## config.mk

```make
export PLATFORM = sky130hd
export DESIGN_NAME = gpio_mux_ctrl
export DESIGN_NICKNAME = d
export VERILOG_FILES = /design/src/rtl/gpm_pkg.sv /design/src/rtl/gpm_sync_filter.sv /design/src/rtl/gpm_padmux.sv /design/src/rtl/gpm_regs.sv /design/src/rtl/gpio_mux_ctrl.sv
export SDC_FILE = /design/constraint.sdc
export NUM_CORES = 1
export LEC_CHECK = 0
export BUFFER_PORTS_ARGS = -buffer_cell sky130_fd_sc_hd__buf_4
export CELL_PAD_IN_SITES_DETAIL_PLACEMENT = 0
export CELL_PAD_IN_SITES_GLOBAL_PLACEMENT = 1
export CORE_MARGIN = 5
export CORE_UTILIZATION = 40
export DETAILED_ROUTE_END_ITERATION = 10
export PLACE_DENSITY = 0.86
export SKIP_LAST_GASP = 1
export SLEW_MARGIN = 30
export SYNTH_ARGS = -nofsm -noshare
export SYNTH_HDL_FRONTEND = slang
export SYNTH_SLANG_ARGS = --single-unit
export TNS_END_PERCENT = 20
```

## constraint.sdc

```tcl
create_clock -name clk -period 4.2 [get_ports clk]
set_clock_uncertainty 0.05 [all_clocks]
set_input_delay 0.84 -clock clk [delete_from_list [all_inputs] [get_ports clk]]
set_output_delay 0.84 -clock clk [all_outputs]
set_load 0.02 [all_outputs]
```

## src/rtl/gpm_pkg.sv

```systemverilog
package gpm_pkg;
  localparam int BUS_W  = 32;
  localparam int ADDR_W = 4;

  typedef enum logic [ADDR_W-1:0] {
    RS_OWN_SET  = 4'd0,
    RS_OWN_CLR  = 4'd1,
    RS_OWN_STAT = 4'd2,
    RS_DIR_SET  = 4'd3,
    RS_DIR_CLR  = 4'd4,
    RS_DIR_STAT = 4'd5,
    RS_DAT_SET  = 4'd6,
    RS_DAT_CLR  = 4'd7,
    RS_DAT_STAT = 4'd8,
    RS_FLT_SET  = 4'd9,
    RS_FLT_CLR  = 4'd10,
    RS_FLT_STAT = 4'd11,
    RS_LVL_STAT = 4'd12
  } reg_sel_e;
endpackage

```

## src/rtl/gpm_sync_filter.sv

```systemverilog
module gpm_sync_filter #(
  parameter int NPINS = 32
) (
  input  logic             clk,
  input  logic             rst_n,
  input  logic [NPINS-1:0] pad_in,
  input  logic [NPINS-1:0] flt_en,
  output logic [NPINS-1:0] lvl,
  output logic [NPINS-1:0] chg
);
  logic [NPINS-1:0] s1, s2, s3;

  for (genvar i = 0; i < NPINS; i++) begin : g_pin
    logic nxt;
    // filtered: accept only when two consecutive samples agree
    always_comb begin
      if (!flt_en[i])        nxt = s2[i];
      else if (s2[i] == s3[i]) nxt = s2[i];
      else                   nxt = lvl[i];
    end
    assign chg[i] = nxt ^ lvl[i];

    always_ff @(posedge clk or negedge rst_n) begin
      if (!rst_n) begin
        s1[i]  <= 1'b0;
        s2[i]  <= 1'b0;
        s3[i]  <= 1'b0;
        lvl[i] <= 1'b0;
      end else begin
        s1[i]  <= pad_in[i];
        s2[i]  <= s1[i];
        s3[i]  <= s2[i];
        lvl[i] <= nxt;
      end
    end
  end
endmodule

```

## src/rtl/gpm_padmux.sv

```systemverilog
module gpm_padmux #(
  parameter int NPINS = 32
) (
  input  logic [NPINS-1:0] own,
  input  logic [NPINS-1:0] dir,
  input  logic [NPINS-1:0] dat,
  input  logic [NPINS-1:0] per_out,
  input  logic [NPINS-1:0] per_oe,
  input  logic [NPINS-1:0] lvl,
  output logic [NPINS-1:0] pad_out,
  output logic [NPINS-1:0] pad_oe,
  output logic [NPINS-1:0] per_in
);
  for (genvar i = 0; i < NPINS; i++) begin : g_mux
    assign pad_out[i] = own[i] ? dat[i] : per_out[i];
    assign pad_oe[i]  = own[i] ? dir[i] : per_oe[i];
    assign per_in[i]  = own[i] ? 1'b0   : lvl[i];
  end
endmodule

```

## src/rtl/gpm_regs.sv

```systemverilog
module gpm_regs
  import gpm_pkg::*;
#(
  parameter int NPINS = 32
) (
  input  logic              clk,
  input  logic              rst_n,
  input  logic [ADDR_W-1:0] addr,
  input  logic              wr,
  input  logic [BUS_W-1:0]  wdata,
  input  logic              rd,
  output logic [BUS_W-1:0]  rdata,
  input  logic [NPINS-1:0]  lvl,
  input  logic [NPINS-1:0]  chg,
  output logic [NPINS-1:0]  own_q,
  output logic [NPINS-1:0]  dir_q,
  output logic [NPINS-1:0]  dat_q,
  output logic [NPINS-1:0]  flt_q,
  output logic              irq_q
);
  localparam int NATTR = 4;

  logic [NPINS-1:0] wbits;
  logic [NPINS-1:0] attr_q [NATTR];
  logic [BUS_W-1:0] rmux;
  logic             rd_lvl;

  assign wbits  = wdata[NPINS-1:0];
  assign rd_lvl = rd && (addr == RS_LVL_STAT);

  // attribute k uses set address 3k, clear 3k+1, status 3k+2
  for (genvar k = 0; k < NATTR; k++) begin : g_attr
    localparam logic [ADDR_W-1:0] A_SET = ADDR_W'(3 * k);
    localparam logic [ADDR_W-1:0] A_CLR = ADDR_W'(3 * k + 1);
    localparam logic [NPINS-1:0]  RSTV  = (k == 0) ? '1 : '0;
    always_ff @(posedge clk or negedge rst_n) begin
      if (!rst_n)                        attr_q[k] <= RSTV;
      else if (wr && addr == A_SET)      attr_q[k] <= attr_q[k] | wbits;
      else if (wr && addr == A_CLR)      attr_q[k] <= attr_q[k] & ~wbits;
    end
  end

  assign own_q = attr_q[0];
  assign dir_q = attr_q[1];
  assign dat_q = attr_q[2];
  assign flt_q = attr_q[3];

  always_comb begin
    rmux = '0;
    case (addr)
      RS_OWN_STAT: rmux[NPINS-1:0] = own_q;
      RS_DIR_STAT: rmux[NPINS-1:0] = dir_q;
      RS_DAT_STAT: rmux[NPINS-1:0] = dat_q;
      RS_FLT_STAT: rmux[NPINS-1:0] = flt_q;
      RS_LVL_STAT: rmux[NPINS-1:0] = lvl;
      default:     rmux = '0;
    endcase
  end

  always_ff @(posedge clk or negedge rst_n) begin
    if (!rst_n)  rdata <= '0;
    else if (rd) rdata <= rmux;
  end

  // set wins over a coinciding clear
  always_ff @(posedge clk or negedge rst_n) begin
    if (!rst_n)       irq_q <= 1'b0;
    else if (|chg)    irq_q <= 1'b1;
    else if (rd_lvl)  irq_q <= 1'b0;
  end

  p_own_set_r1: assert property (@(posedge clk) disable iff (!rst_n)
    (wr && addr == RS_OWN_SET) |=> ((own_q & $past(wbits)) == $past(wbits)));
  p_own_clr_r1: assert property (@(posedge clk) disable iff (!rst_n)
    (wr && addr == RS_OWN_CLR) |=> ((own_q & $past(wbits)) == '0));
  p_own_zero_keep_r1: assert property (@(posedge clk) disable iff (!rst_n)
    (wr && (addr == RS_OWN_SET || addr == RS_OWN_CLR)) |=>
      ((own_q & ~$past(wbits)) == ($past(own_q) & ~$past(wbits))));
  p_dir_set_r4: assert property (@(posedge clk) disable iff (!rst_n)
    (wr && addr == RS_DIR_SET) |=> ((dir_q & $past(wbits)) == $past(wbits)));
  p_dat_clr_r5: assert property (@(posedge clk) disable iff (!rst_n)
    (wr && addr == RS_DAT_CLR) |=> ((dat_q & $past(wbits)) == '0));
  p_setclr_reads_zero_r9: assert property (@(posedge clk) disable iff (!rst_n)
    (rd && (addr == RS_OWN_SET || addr == RS_DIR_CLR || addr == RS_FLT_SET))
      |=> (rdata == '0));
  p_irq_on_change_r10: assert property (@(posedge clk) disable iff (!rst_n)
    (|chg) |=> irq_q);
  p_irq_clear_r10: assert property (@(posedge clk) disable iff (!rst_n)
    (rd_lvl && !(|chg)) |=> !irq_q);
endmodule

```

## src/rtl/gpio_mux_ctrl.sv

```systemverilog
module gpio_mux_ctrl
  import gpm_pkg::*;
#(
  parameter int NPINS = 32
) (
  input  logic              clk,
  input  logic              rst_n,
  input  logic [ADDR_W-1:0] bus_addr,
  input  logic              bus_wr,
  input  logic [BUS_W-1:0]  bus_wdata,
  input  logic              bus_rd,
  output logic [BUS_W-1:0]  bus_rdata,
  input  logic [NPINS-1:0]  pad_in,
  output logic [NPINS-1:0]  pad_out,
  output logic [NPINS-1:0]  pad_oe,
  input  logic [NPINS-1:0]  per_out,
  input  logic [NPINS-1:0]  per_oe,
  output logic [NPINS-1:0]  per_in,
  output logic              irq
);
  logic [NPINS-1:0] own_q, dir_q, dat_q, flt_q, lvl, chg;

  gpm_regs #(.NPINS(NPINS)) regs_i (
    .clk(clk), .rst_n(rst_n), .addr(bus_addr), .wr(bus_wr), .wdata(bus_wdata),
    .rd(bus_rd), .rdata(bus_rdata), .lvl(lvl), .chg(chg),
    .own_q(own_q), .dir_q(dir_q), .dat_q(dat_q), .flt_q(flt_q), .irq_q(irq)
  );

  gpm_sync_filter #(.NPINS(NPINS)) filt_i (
    .clk(clk), .rst_n(rst_n), .pad_in(pad_in), .flt_en(flt_q),
    .lvl(lvl), .chg(chg)
  );

  gpm_padmux #(.NPINS(NPINS)) mux_i (
    .own(own_q), .dir(dir_q), .dat(dat_q), .per_out(per_out), .per_oe(per_oe),
    .lvl(lvl), .pad_out(pad_out), .pad_oe(pad_oe), .per_in(per_in)
  );

  // cycles since reset, so the filter check never looks before reset
  logic [2:0] age_q;
  always_ff @(posedge clk or negedge rst_n) begin
    if (!rst_n)          age_q <= '0;
    else if (age_q != 3'd7) age_q <= age_q + 3'd1;
  end

  // a filtered pin only takes a level the pad held on two adjacent samples
  p_filter_stable_r7: assert property (@(posedge clk) disable iff (!rst_n)
    (age_q >= 3'd5) |->
      ((($past(flt_q) & (lvl ^ $past(lvl))) &
        (($past(pad_in, 3) ^ $past(pad_in, 4)) | (lvl ^ $past(pad_in, 3)))) == '0));
endmodule

```

Yosys cells after proc, flatten, opt, wreduce, memory -nomap -nowiden
Cells that the tools add are included.
W data, S select, Z words.
{"block": "classes", "addsub": 0, "mul": 0, "div": 0, "n_lt_le_gt_ge": 0, "eq_ne": 44, "shifts": 0, "mux": 171, "n_bitwise": 41, "n_reduce_logical": 16}
{"cell": "$mux W32", "n": 8}
{"cell": "$mux W1", "n": 162}
{"cell": "$pmux W32 S5", "n": 1}
{"cell": "$and A32 B32 Y32", "n": 4}
{"cell": "$or A32 B32 Y32", "n": 4}
{"cell": "$eq A1 B1 Y1", "n": 32}
{"cell": "$not A32 Y32", "n": 1}
{"cell": "$reduce_or A32 Y1", "n": 1}
{"cell": "$xor A1 B1 Y1", "n": 32}
{"cell": "$eq A4 B4 Y1 const B", "n": 5}
{"cell": "$eq A4 B3 Y1 const B", "n": 4}
{"cell": "$reduce_bool A2 Y1", "n": 5}
{"cell": "$logic_and A1 B1 Y1", "n": 9}
{"cell": "$eq A4 B2 Y1 const B", "n": 2}
{"cell": "$eq A4 B1 Y1 const B", "n": 1}
{"cell": "$logic_not A4 Y1", "n": 1}
{"block": "totals", "register_bits": 289, "latchBits": 0, "ram_bits": 0, "romBits": 0, "in_bits": 136, "output_inout_bits": 129, "wordCells": 406, "mem_count": 0}

Depth between registers and ports, before layout
Gate-level depths: netlist of run 1.
{"block": "logic_depth", "ltp_word": 6, "depth_mapped": 6, "ltp_nobuf": 6}

By module
A second synthesis of run 1 with hierarchy kept.
{"block": "hier_totals", "cells_unflattened": 1162, "area_unflattened_um2": 13568.0}
{"mod": "gpm_regs", "instances": 1, "cells_each": 713, "area_per_inst_um2": 7647.3}
{"mod": "gpm_sync_filter", "instances": 1, "cells_each": 353, "area_per_inst_um2": 4879.7}
{"mod": "gpm_padmux", "instances": 1, "cells_each": 96, "area_per_inst_um2": 1041.0}

Least setup slack after synthesis of run 1
OpenSTA, ideal clock, no wires.
{"block": "synth_path", "path_kind": "input -> register", "startpoint": "in bus_addr[2]", "endpoint": "reg regs_i.rdata[27]", "setup_ns": 0.082, "arrival_time_ns": 1.944, "t_required_ns": 4.068, "slack_ns": 2.124, "cell_stages": 6, "path_buffers": 2, "cell_sequence": "buf_2 nand2b_1 nor3_2 clkbuf_1 a222oi_1 a31oi_1"}
{"block": "synth_between", "elab_chain_cells": 2, "elab_cells_between_ends": 6, "classes_between": "eq/ne (5); mux (1)"}
{"element": "start: declaration", "line_no": "gpio_mux_ctrl.sv:8", "rtl": "input logic [ADDR_W-1:0] bus_addr,"}
{"element": "$eq A4 B4 Y1, or another cell as far along", "line_no": "gpm_regs.sv:50", "rtl": "case (addr)"}
{"element": "$pmux W32 S5 *", "line_no": "gpm_regs.sv:50"}
{"element": "end signal: assignment", "line_no": "gpm_regs.sv:62", "rtl": "else if (rd) rdata <= rmux;"}
{"element": "end: declaration", "line_no": "gpm_regs.sv:12", "rtl": "output logic [BUS_W-1:0] rdata,"}
Every way passes the cells marked *; elsewhere a longest branch is shown, timed or not.
A chain may end at the register's enable or synchronous reset.

==> results by group, run 1 <==
Status
  – Status: complete, no violations

Setup path
  – FF-to-FF End: regs_i.irq_q$_DFFE_PN0P_
  – R2R Setup Slk: 2.08 ns
  – Kind of critical path: flip-flop to primary output
  – Crit end category: primary output
  – Cells on worst reg2reg path: 6
  – Req. time, crit path: 3.31 ns
  – Startpoint Class: flip-flop
  – CP max FO: 5
  – Critical Path AT: 1.66 ns

Clocking
  – Clock tree buffer depth: 3
  – CTS Buf Count: 30
  – Hold_buf cts: 0
  – Clock-pin slew on the worst setup and hold paths: 0.06 ns
  – Clk_lat worst skew: 0.55 ns
  – Post-CTS setup buffers: 0
  – CTS H-tree depth: 1
  – CTS Sinks: 289
  – CTS resizes: 0
  – TritonCTS clock tree: done
  – Clk root buf: clkbuf_16

Drt
  – DR vias: 9990
  – Avg WL per Cell: 21.6 µm
  – Post-route DRC: 0
  – Via density: 5.74
  – Pre-antenna DRT Iters: 10
  – Final ANT Viol Nets: 0
  – DRT iter0 DRCs: between 1000 and 1500
  – Final wirelength: 37500 µm

Placed design
  – IO Port Bufs: 264
  – Hpwl dp: 26200 µm
  – Dpl cell area: roughly 0.015 mm²
  – Pre-CTS setup slack: ~1.3 ns
  – Gp weighted congestion: between 0.7 and 0.8

Floorplan
  – Cell Rows: 64
  – Die area: 0.0341 mm²
  – Io pins: 265
  – Initial Util: around 40%
  – Die Wd: 185 µm
  – Die Span Y: around 180 µm
  – Core Area: just over 0.03 mm²

Timing
  – Worst-margin pin slew: 1.04 ns
  – Setup slack after layout: 1.65 ns
  – Unrepaired setup endpoints after global routing: no
  – Slew margin rel.: 30.8%
  – Max-slew violations: 0
  – # setup viols final: 0
  – Hold_ws: 0.179 ns
  – Setup TNS: 0 ns
  – Min cycle time layout: approximately 2.6 ns
  – Max Fclk: 392 MHz
  – Final count of hold timing violations: 0
  – Final Cycle Share: around 61%

Logic synthesis
  – Ys Warns: 0
  – Post-synth top cells: dfrtp_1, a21oi_1, nand2_1
  – Count leader, synth: dfrtp_1
  – FF+latch count, synth: 289
  – Syn_nets: 1229
  – Synthesized area per cell: ~11 µm²
  – Synth Area in Adders: 0%
  – Main combinational cell family by area after synthesis: compound AO/OA/AOI/OAI gates
  – Top cells by area, synth: dfrtp_1, dfstp_2, mux2_2
  – Register area share after synthesis: 59.7%
  – Top FF cell, synth: dfrtp_1
  – XOR/XNOR Fraction of Synth Area: 0.144%
  – Post-Syn Area: 0.0122 mm²
  – Mux cell area share after synthesis: around 6%
  – Mapped Cells: ~1100
  – Ys async rst share: 100%
  – Synth area leader: dfrtp_1
  – Simple-gate share of the synthesized area: 7.98%
  – Number of flops mapped to enable cells by yosys: 0
  – Post-synth cell types: 40
  – Complex-gate fraction of the synthesized area: 22.0%
  – Share of Yosys cell area claimed by the top area cell type: 52.8%

Final layout
  – Final core occ: 51.5%
  – Nets: 1457
  – Share of cells above drive strength 1: 33.2%
  – Diodes inserted: 0
  – Area growth from synthesis to layout: 28.4%
  – Design Area, Final: roughly 0.016 mm²

Global routing
  – Grt total ovfl: 0
  – Initial antenna violation count: 1
  – GRT Overall Usage: 21.3%
  – Vias in the first global route: 9937
  – Largest net degree at the start of global routing: 96
  – Global-route wire length before repair: 57200 µm

Pwr
  – LEAKAGE: 0.00692 µW
  – Pwr dens: 547 mW/mm²
  – Peak supply drop: 322 µV

Job
  – Max Cap Violations: 0

Worst hold path
  – Hold WC Path Type: primary input to async pin
-- critical path, stage by stage, from the launching register on --
cell,delay (ns)
dfstp_2,0.59
mux2_2,0.36
buf_4,0.16
-- report_power, final --
part | internal [µW] | switching [µW] | total (µW) | leakage, µW
Clock | 1890 | 1120 | 3010 | 0.000557
Sequential | 3250 | 484 | 3740 | 0.00339
Combinational | 878 | 928 | 1810 | 0.00297
-- stage by stage --
step / power (µW) / std cells
floorplan: 4700 / 1093
global placement: 5530 / 1685
detailed placement: 5590 / 1685
CTS: 8600 / 1741
global route: 8910 / 1741
finish: 8550 / 1741
-- logic make-up after synthesis --
kind of cell	count (synthesis)
compound gates	396
xor+xnor	2
buf+inv	122
flops	289
mux	64
simple gates	220
-- per-layer routing --
layer / track usage [%] / share of wire [%] / vias to the layer above
met2: 34.8 / 48 / 457
met3: 4.46 / 7.8 / 71
met1: 29.0 / 42 / 4975
met5: 0 / 0.053 / -
met4: 6.27 / 2.5 / 2
li1: - / - / 4485
-- cell type report --
cell class | count | area, µm²
multi-input combinational | 682 | 4460
clock buffer | 38 | 832
inverter | 36 | 135
tap | 396 | 495
clock inverter | 18 | 297
timing repair buffer | 282 | 2150
sequential | 289 | 7270
fill | 2697 | 14700
-- placed cells by master (no fill, tap or decap), types with 31 or more instances in the layout --
master     instances
a22o_1            65
dfstp_2           32
buf_4            279
dfrtp_1          257
nor2_1            74
clkbuf_16         31
a31oi_1           94
o21ai_0           38
mux2_2            64
nand2_1           95
a22oi_1           35
a222oi_1          32
inv_1             36
a21oi_1          109
-- how the worst max path moves through the flow --
| stage | from | endpoint | slack, ns | cells past startpoint |
|---|---|---|---|---|
| after CTS | flip-flop | pad_oe[18] | 1.62 | 2 |
| after floorplan | bus_addr[2] | regs_i.rdata[27]$_DFFE_PN0P_ | 2.12 | 6 |
| final | flip-flop | pad_out[21] | 1.65 | 2 |
| after detailed placement | bus_addr[2] | regs_i.rdata[20]$_DFFE_PN0P_ | 1.35 | 6 |
| after global routing | flip-flop | pad_oe[31] | 1.60 | 2 |
| after global placement | bus_addr[2] | regs_i.rdata[17]$_DFFE_PN0P_ | 1.40 | 6 |
Power figures use the tool's default switching activity.
==> inputs of run 2 (changes only) <==
- ABC_AREA: unset -> 1
- CORE_UTILIZATION: 40 -> 37
- PLACE_DENSITY: 0.86 -> 0.87
- clock period: 4.2 -> 2.3 ns (I/O delays scaled with it)
==> results by group, run 2 <==
Status
  – Status: complete, no violations

Pwr
  – Gate power share: 21.8% (+0.7 points)
  – LEAKAGE: 0.00844 µW (+22%)
  – Peak supply drop: 550 µV (+71%)
  – Clock share of power: 36.7% (+1.5 points)
  – Internal Power: 10500 µW (+75%)
  – Switching pwr: 4650 µW (+84%)
  – Pwr dens: 893 mW/mm² (+63%)
  – Part of the power in registers: 41.5% (-2.2 points)
  – Switch share: 30.6% (+1.0 points)

Clocking
  – Clock tree buffer depth: 3 (unchanged)
  – Clk_lat worst skew: 0.57 ns (+0.02 ns)
  – TritonCTS clock tree: done
  – CTS Buf Count: 31 (+3.3%)
  – Clock-pin slew on the worst setup and hold paths: 0.07 ns (about the same)
  – Post-CTS setup buffers: 0 (unchanged)
  – Clk root buf: clkbuf_16
  – CTS Sinks: 289 (unchanged)
  – CTS H-tree depth: 1 (unchanged)
  – CTS resizes: 0 (unchanged)

Logic synthesis
  – Complex-gate fraction of the synthesized area: 19.1% (-2.9 points)
  – Post-synth cell types: 27 (-33%)
  – Ys async rst share: 100% (unchanged)
  – FF+latch count, synth: 289 (unchanged)
  – Synth area leader: dfrtp_1
  – Share of Yosys cell area claimed by the top area cell type: 50.4% (-2.4 points)
  – Simple-gate share of the synthesized area: 14.5% (+6.5 points)
  – Ys Warns: 0 (unchanged)
  – Count leader, synth: o21ai_0
  – Mux cell area share after synthesis: 0% (-5.9 points)
  – Main combinational cell family by area after synthesis: compound AO/OA/AOI/OAI gates
  – Synth Area in Adders: 0% (unchanged)
  – Syn_nets: 1652 (+34%)
  – Top FF cell, synth: dfrtp_1
  – Top cells by area, synth: dfrtp_1, o21ai_0, inv_1
  – Post-synth top cells: o21ai_0, inv_1, dfrtp_1
  – XOR/XNOR Fraction of Synth Area: 0.137% (-0.0064 points)
  – Register area share after synthesis: 57.0% (-2.7 points)
  – Synthesized area per cell: 8.42 µm² (-25%)
  – Mapped Cells: 1516 (+39%)
  – Post-Syn Area: 0.0128 mm² (+4.7%)
  – Number of flops mapped to enable cells by yosys: 0 (unchanged)

Drt
  – DRT iter0 DRCs: 764 (-29%)
  – Pre-antenna DRT Iters: 7 (-3)
  – Final ANT Viol Nets: 0 (unchanged)
  – DR vias: 11541 (+16%)
  – Via density: 4.97 (-13%)
  – Avg WL per Cell: 18.3 µm (-15%)
  – Final wirelength: 42600 µm (+13%)
  – Post-route DRC: 0 (unchanged)

Timing
  – Slew margin rel.: 39.8% (+9.0 points)
  – Setup TNS: 0 ns (unchanged)
  – Min cycle time layout: approximately 2.1 ns
  – Max-slew violations: 0 (unchanged)
  – Final Cycle Share: 92.6%
  – # setup viols final: 0 (unchanged)
  – Max Fclk: 470 MHz
  – Unrepaired setup endpoints after global routing: no
  – Setup slack after layout: 0.170 ns (-1.48 ns)
  – Final count of hold timing violations: 0 (unchanged)
  – Worst-margin pin slew: 0.902 ns (-0.133 ns)

Setup path
  – FF-to-FF Start: filt_i.s2[1]$_DFF_PN0_
  – FF-to-FF End: regs_i.irq_q$_DFFE_PN0P_
  – Cells on worst reg2reg path: 10 (+4)
  – R2R Setup Slk: 0.68 ns (-1.40 ns)
  – Critical Path AT: 1.62 ns (-0.04 ns)
  – CP max FO: 5 (unchanged)
  – Req. time, crit path: 1.79 ns (-1.52 ns)
  – Crit end category: primary output
  – Startpoint Class: flip-flop
  – Kind of critical path: flip-flop to primary output

Final layout
  – Most common cell after layout, fill and taps aside: o21ai_0
  – Nets: 1975 (+36%)
  – Most frequent cells in the layout: o21ai_0, buf_4, inv_1, dfrtp_1, nand2_1
  – Non-filler cells in the finished layout: 2320 (+33%)
  – Area growth from synthesis to layout: 33.4%
  – Share of cells above drive strength 1: 21.8% (-11 points)
  – Fill count: 3241 (+20%)

Global routing
  – Grt total ovfl: 0 (unchanged)
  – Global-route wire length before repair: 64700 µm (+13%)
  – GRT Overall Usage: 21.4% (+0.10 points)
  – Vias in the first global route: 11481 (+16%)
  – Initial antenna violation count: 2 (+1)
  – Largest net degree at the start of global routing: 60 (-38%)

Worst hold path
  – Hold Path Stages: 3
  – Hold path startpoint: bus_wdata[18]
  – Hold WC Path Type: primary input to flip-flop

Floorplan
  – Die Span Y: 196 µm (+6.0%)
  – Die Wd: 196 µm (+6.0%)
  – Core Area: 0.0343 mm² (+13%)
  – Initial Util: 37.2% (-2.9 points)
  – Cell Rows: 68 (+6.3%)
  – Io pins: 265 (unchanged)
  – Die area: 0.0383 mm² (+12%)

Placed design
  – Hpwl dp: 30400 µm (+16%)
  – Gp weighted congestion: 0.821 (+3.7%)
  – Placed insts: 2228 (+32%)
  – IO Port Bufs: 264 (unchanged)
  – Pre-CTS setup slack: 0.372 ns (-0.976 ns)

Job
  – Max Cap Violations: 0 (unchanged)
run 2: cell types whose count changed in the layout (fill, tap and decap cells not counted), sizes merged, moves of 33 or more:
cell         change
o21ai          +336
inv            +231
nand2          +158
a21oi          -107
a31oi           -93
a22o            -65
mux2            -64
nand3           +58
o22ai           +44
a22oi           -36
dlygate4sd3     +33
nor2            +33
run 2: worst max-delay path by stage:
stage	from	to	slack, ns	cells after the start
4_1_cts	flip-flop	pad_oe[12]	0.13	3
5_1_grt	flip-flop	pad_oe[12]	0.07	3
3_5_place_dp	bus_addr[2]	flip-flop	0.37	9
2_1_floorplan	flip-flop	pad_oe[30]	0.71	2
6_report	flip-flop	pad_oe[12]	0.17	3
3_3_place_gp	bus_addr[2]	flip-flop	0.40	9
run 2: repair_timing:
item,CTS,global route
endpoints found under the setup margin,0,0
endpoints found under the hold margin,76,0
hold buffers,33,0
run 2: stage by stage:
step                      hold slack (ns)  cell area, µm²  total power [µW]  utilization, %
final                               0.187           17000             15200            49.6
after floorplan                     0.114           12800              8150               -
after global routing                0.196           17000             16000            49.6
after global placement              0.283           15500              9580            45.3
after detailed placement            0.285           15500              9670            45.3
after CTS                           0.153           17000             15300            49.6
run 2: power by group through the flow:
| stage | Sequential, µW | Clock, µW | Combinational, µW |
|---|---|---|---|
| 4_1_cts | 6300 | 5680 | 3340 |
| 3_3_place_gp | 6350 | 0 | 3220 |
| 6_report | 6310 | 5580 | 3310 |
| 3_5_place_dp | 6390 | 0 | 3280 |
| 2_1_floorplan | 6320 | 0 | 1820 |
| 5_1_grt | 6400 | 5900 | 3690 |
run 2: cell families after synthesis:
family | count (synthesis)
AND/OR/NAND/NOR | 456
AO/OA/AOI/OAI | 457
buffers and inverters | 312
XOR/XNOR | 2
flip-flops | 289
run 2: critical path: stages (launching register included):
cell,delay (ns)
dfstp_2,0.54
inv_1,0.08
o21ai_0,0.24
buf_4,0.19
run 2: layer usage:
layer	up-vias	track usage [%]	wire, µm	share of wire, %
met2	373	35.7	20100	47
met3	59	3.47	2800	6.6
met1	5517	29.4	18500	44
met5	-	0	0	0
li1	5592	-	-	-
met4	0	5.40	1110	2.6
run 2: area by class of cell:
| type | count | area (µm²) | share of cell area, % |
|---|---|---|---|
| Multi-Input combinational cell | 915 | 4320 | 25.4 |
| Inverter | 266 | 998 | 5.87 |
| Timing Repair Buffer | 336 | 2690 | 15.8 |
| Clock buffer | 38 | 852 | 5.01 |
| Antenna cell | 1 | 2.50 | 0.0147 |
| Sequential cell | 289 | 7270 | 42.7 |
| Tap cell | 455 | 569 | 3.35 |
| Clock inverter | 20 | 308 | 1.81 |
==> inputs of run 3 (changes only) <==
--- a/config.mk
+++ b/config.mk
@@ -11,7 +11,7 @@
 export CELL_PAD_IN_SITES_GLOBAL_PLACEMENT = 1
 export CORE_MARGIN = 5
-export CORE_UTILIZATION = 37
+export CORE_UTILIZATION = 25
 export DETAILED_ROUTE_END_ITERATION = 10
-export PLACE_DENSITY = 0.87
+export PLACE_DENSITY = 0.66
 export SKIP_LAST_GASP = 1
 export SLEW_MARGIN = 30
==> constraint.sdc (replaced) <==
create_clock -name clk -period 2.3 [get_ports clk]
set_clock_uncertainty 0.05 [all_clocks]
set_input_delay 0 -clock clk [delete_from_list [all_inputs] [get_ports clk]]
set_output_delay 0 -clock clk [all_outputs]
set_load 0.02 [all_outputs]
==> results by group, run 3 (synthesis gave the netlist of run 2 again) <==
Setup path
  – Startpoint Class: flip-flop
  – Delay-heaviest family, CP: flip-flops
  – Crit end category: primary output
  – CP max stage delay: 0.54 ns (about the same)
  – Slowest CP cell: dfstp_2
  – Kind of critical path: flip-flop to primary output
  – Worst path cell trace: inv_1 > o21ai_0 > buf_4
  – Critical Path AT: 1.58 ns (-0.04 ns)
  – Worst path buffer plus inverter count: 2 (unchanged)
  – Req. time, crit path: 2.25 ns (+0.46 ns)
  – CP max FO: 5 (unchanged)

Status
  – Status: complete, no violations

Final layout
  – Most common cell after layout, fill and taps aside: o21ai_0
  – Multi-input logic area: 0.00432 mm² (unchanged)
  – Design Area, Final: 0.0176 mm² (+3.3%)
  – Diodes inserted: 0 (-1)
  – Area growth from synthesis to layout: 37.8%
  – Most frequent cells in the layout: o21ai_0, buf_4, inv_1, dfrtp_1, nand2_1
  – Share of cells above drive strength 1: 20.7% (-1.1 points)
  – Nets: 1997 (+1.1%)
  – Register Area: 0.00727 mm² (unchanged)
  – Fill count: 5185 (+60%)
  – Final core occ: 35.0% (-15 points)

Timing
  – Worst-margin pin slew: 0.643 ns (-0.259 ns)
  – Slew margin rel.: 57.1% (+17 points)
  – Unrepaired setup endpoints after global routing: no
  – Max Fclk: 614 MHz (+31%)
  – Min cycle time layout: 1.63 ns (-0.501 ns)
  – Final count of hold timing violations: 0 (unchanged)
  – Hold_ws: 0.0521 ns (-0.135 ns)
  – Final Cycle Share: 70.8% (-22 points)
  – Setup TNS: 0 ns (unchanged)
  – Max-slew violations: 0 (unchanged)
  – # setup viols final: 0 (unchanged)

Clocking
  – Clk_lat worst skew: 0.52 ns (-0.05 ns)
  – Clk root buf: clkbuf_16
  – Clock tree buffer depth: 3 (unchanged)
  – CTS H-tree depth: 2 (+1)
  – TritonCTS clock tree: done
  – Post-CTS setup buffers: 0 (unchanged)
  – CTS Buf Count: 35 (+13%)
  – CTS Sinks: 289 (unchanged)
  – Clock-pin slew on the worst setup and hold paths: 0.06 ns (about the same)

Placed design
  – IO Port Bufs: 264 (unchanged)
  – Dpl cell area: 0.0157 mm² (+1.1%)
  – Hpwl dp: 32300 µm (+6.1%)
  – Gp weighted congestion: 0.810 (-1.4%)

Floorplan
  – Die area: 0.0556 mm² (+45%)
  – Die Span Y: 236 µm (+21%)
  – Initial Util: 25.4% (-12 points)
  – Die Wd: 236 µm (+21%)
  – Io pins: 265 (unchanged)
  – Core Area: 0.0503 mm² (+47%)
  – Cell Rows: 82 (+21%)

Drt
  – Final ANT Viol Nets: 0 (unchanged)
  – DRT iter0 DRCs: 734 (-3.9%)
  – WL met2: 21400 µm (+6.6%)
  – DR WL met3: 2680 µm (-4.4%)
  – Via density: 4.50 (-9.6%)
  – Final wirelength: 47500 µm (+12%)
  – DR vias: 11503 (-0.33%)
  – Max Used Layer: met4
  – Post-route DRC: 0 (unchanged)
  – DRT met1 WL: 22500 µm (+21%)
  – Avg WL per Cell: 18.6 µm (+1.2%)
  – Pre-antenna DRT Iters: 6 (-1)

Global routing
  – GRT Overall Usage: 16.6% (-4.9 points)
  – Grt total ovfl: 0 (unchanged)
  – Initial antenna violation count: 2 (unchanged)
  – Global-route wire length before repair: 71300 µm (+10%)
  – Vias in the first global route: 11494 (+0.11%)
  – Largest net degree at the start of global routing: 60 (unchanged)

Pwr
  – Switching pwr: 4740 µW (+1.8%)
  – Internal Power: 10800 µW (+1.9%)
  – Part of the power in registers: 40.7% (-0.8 points)
  – Gate power share: 22.0% (+0.2 points)
  – Switch share: 30.6% (about the same)
  – LEAKAGE: 0.00855 µW (+1.3%)
  – Clock share of power: 37.3% (+0.6 points)
  – Peak supply drop: 362 µV (-34%)
  – Tot Pwr: 15500 µW (+1.9%)
  – Pwr dens: 881 mW/mm² (-1.4%)

Worst hold path
  – Hold WC Path Type: primary input to async pin

Job
  – Max Cap Violations: 0 (unchanged)
[run 3: cell count changes in the layout (fill, tap and decap cells not counted), sizes merged]
cell,change
bufinv,-4
dlygate4sd3,+33
clkinv,-4
buf,-15
clkinvlp,-3
inv,-1
diode,-1
clkbuf,+17
[run 3: stage by stage]
stage	setup slack, ns	std cells
floorplan	1.14	1516
global placement	0.591	2429
detailed placement	0.538	2429
CTS	0.654	2559
global route	0.500	2559
finish	0.671	2559
[run 3: final cells by class]
cell class              count  area share (%)
flip-flops and latches    289            41.4
multi-input cells         915            24.6
repair buffers            354            16.7
clock buffers              55            6.22
inverters                 266            5.69
well taps                 672            4.78
clock inverters             8           0.690
[run 3: layer usage]
metal / vias to the layer above / GRT usage (%)
met5: - / 0
met4: 0 / 3.94
met3: 52 / 3.33
met2: 308 / 26.2
met1: 5520 / 23.5
li1: 5623 / -
[run 3: what timing repair did]
item	in CTS	in global routing
setup endpoints to repair	0	0
resized for setup	0	0
hold endpoints to repair	433	0
hold buffers	67	0
[run 3: path summary, 6_finish.rpt]
kind | slack [ns] | cells after the start | start | endpoint
worst max-delay path | 0.67 | 3 | flip-flop | pad_oe[9]
worst min-delay path | 0.05 | 2 | rst_n | async pin
worst max register to register | 0.77 | 10 | filt_i.s3[13]$_DFF_PN0_ | regs_i.irq_q$_DFFE_PN0P_
worst min register to register | 0.29 | 0 | filt_i.s1[2]$_DFF_PN0_ | filt_i.s2[2]$_DFF_PN0_
max in group asynchronous | 1.73 | 3 | rst_n | async pin
min in group clk | 0.05 | 5 | bus_addr[2] | regs_i.rdata[30]$_DFFE_PN0P_
[run 3: power groups by stage]
stage          Sequential, µW  Clock, µW  Combinational, µW
2_1_floorplan            6320          0               1820
3_3_place_gp             6360          0               3310
3_5_place_dp             6380          0               3350
4_1_cts                  6300       5980               3470
5_1_grt                  6400       6170               3800
6_report                 6300       5780               3410
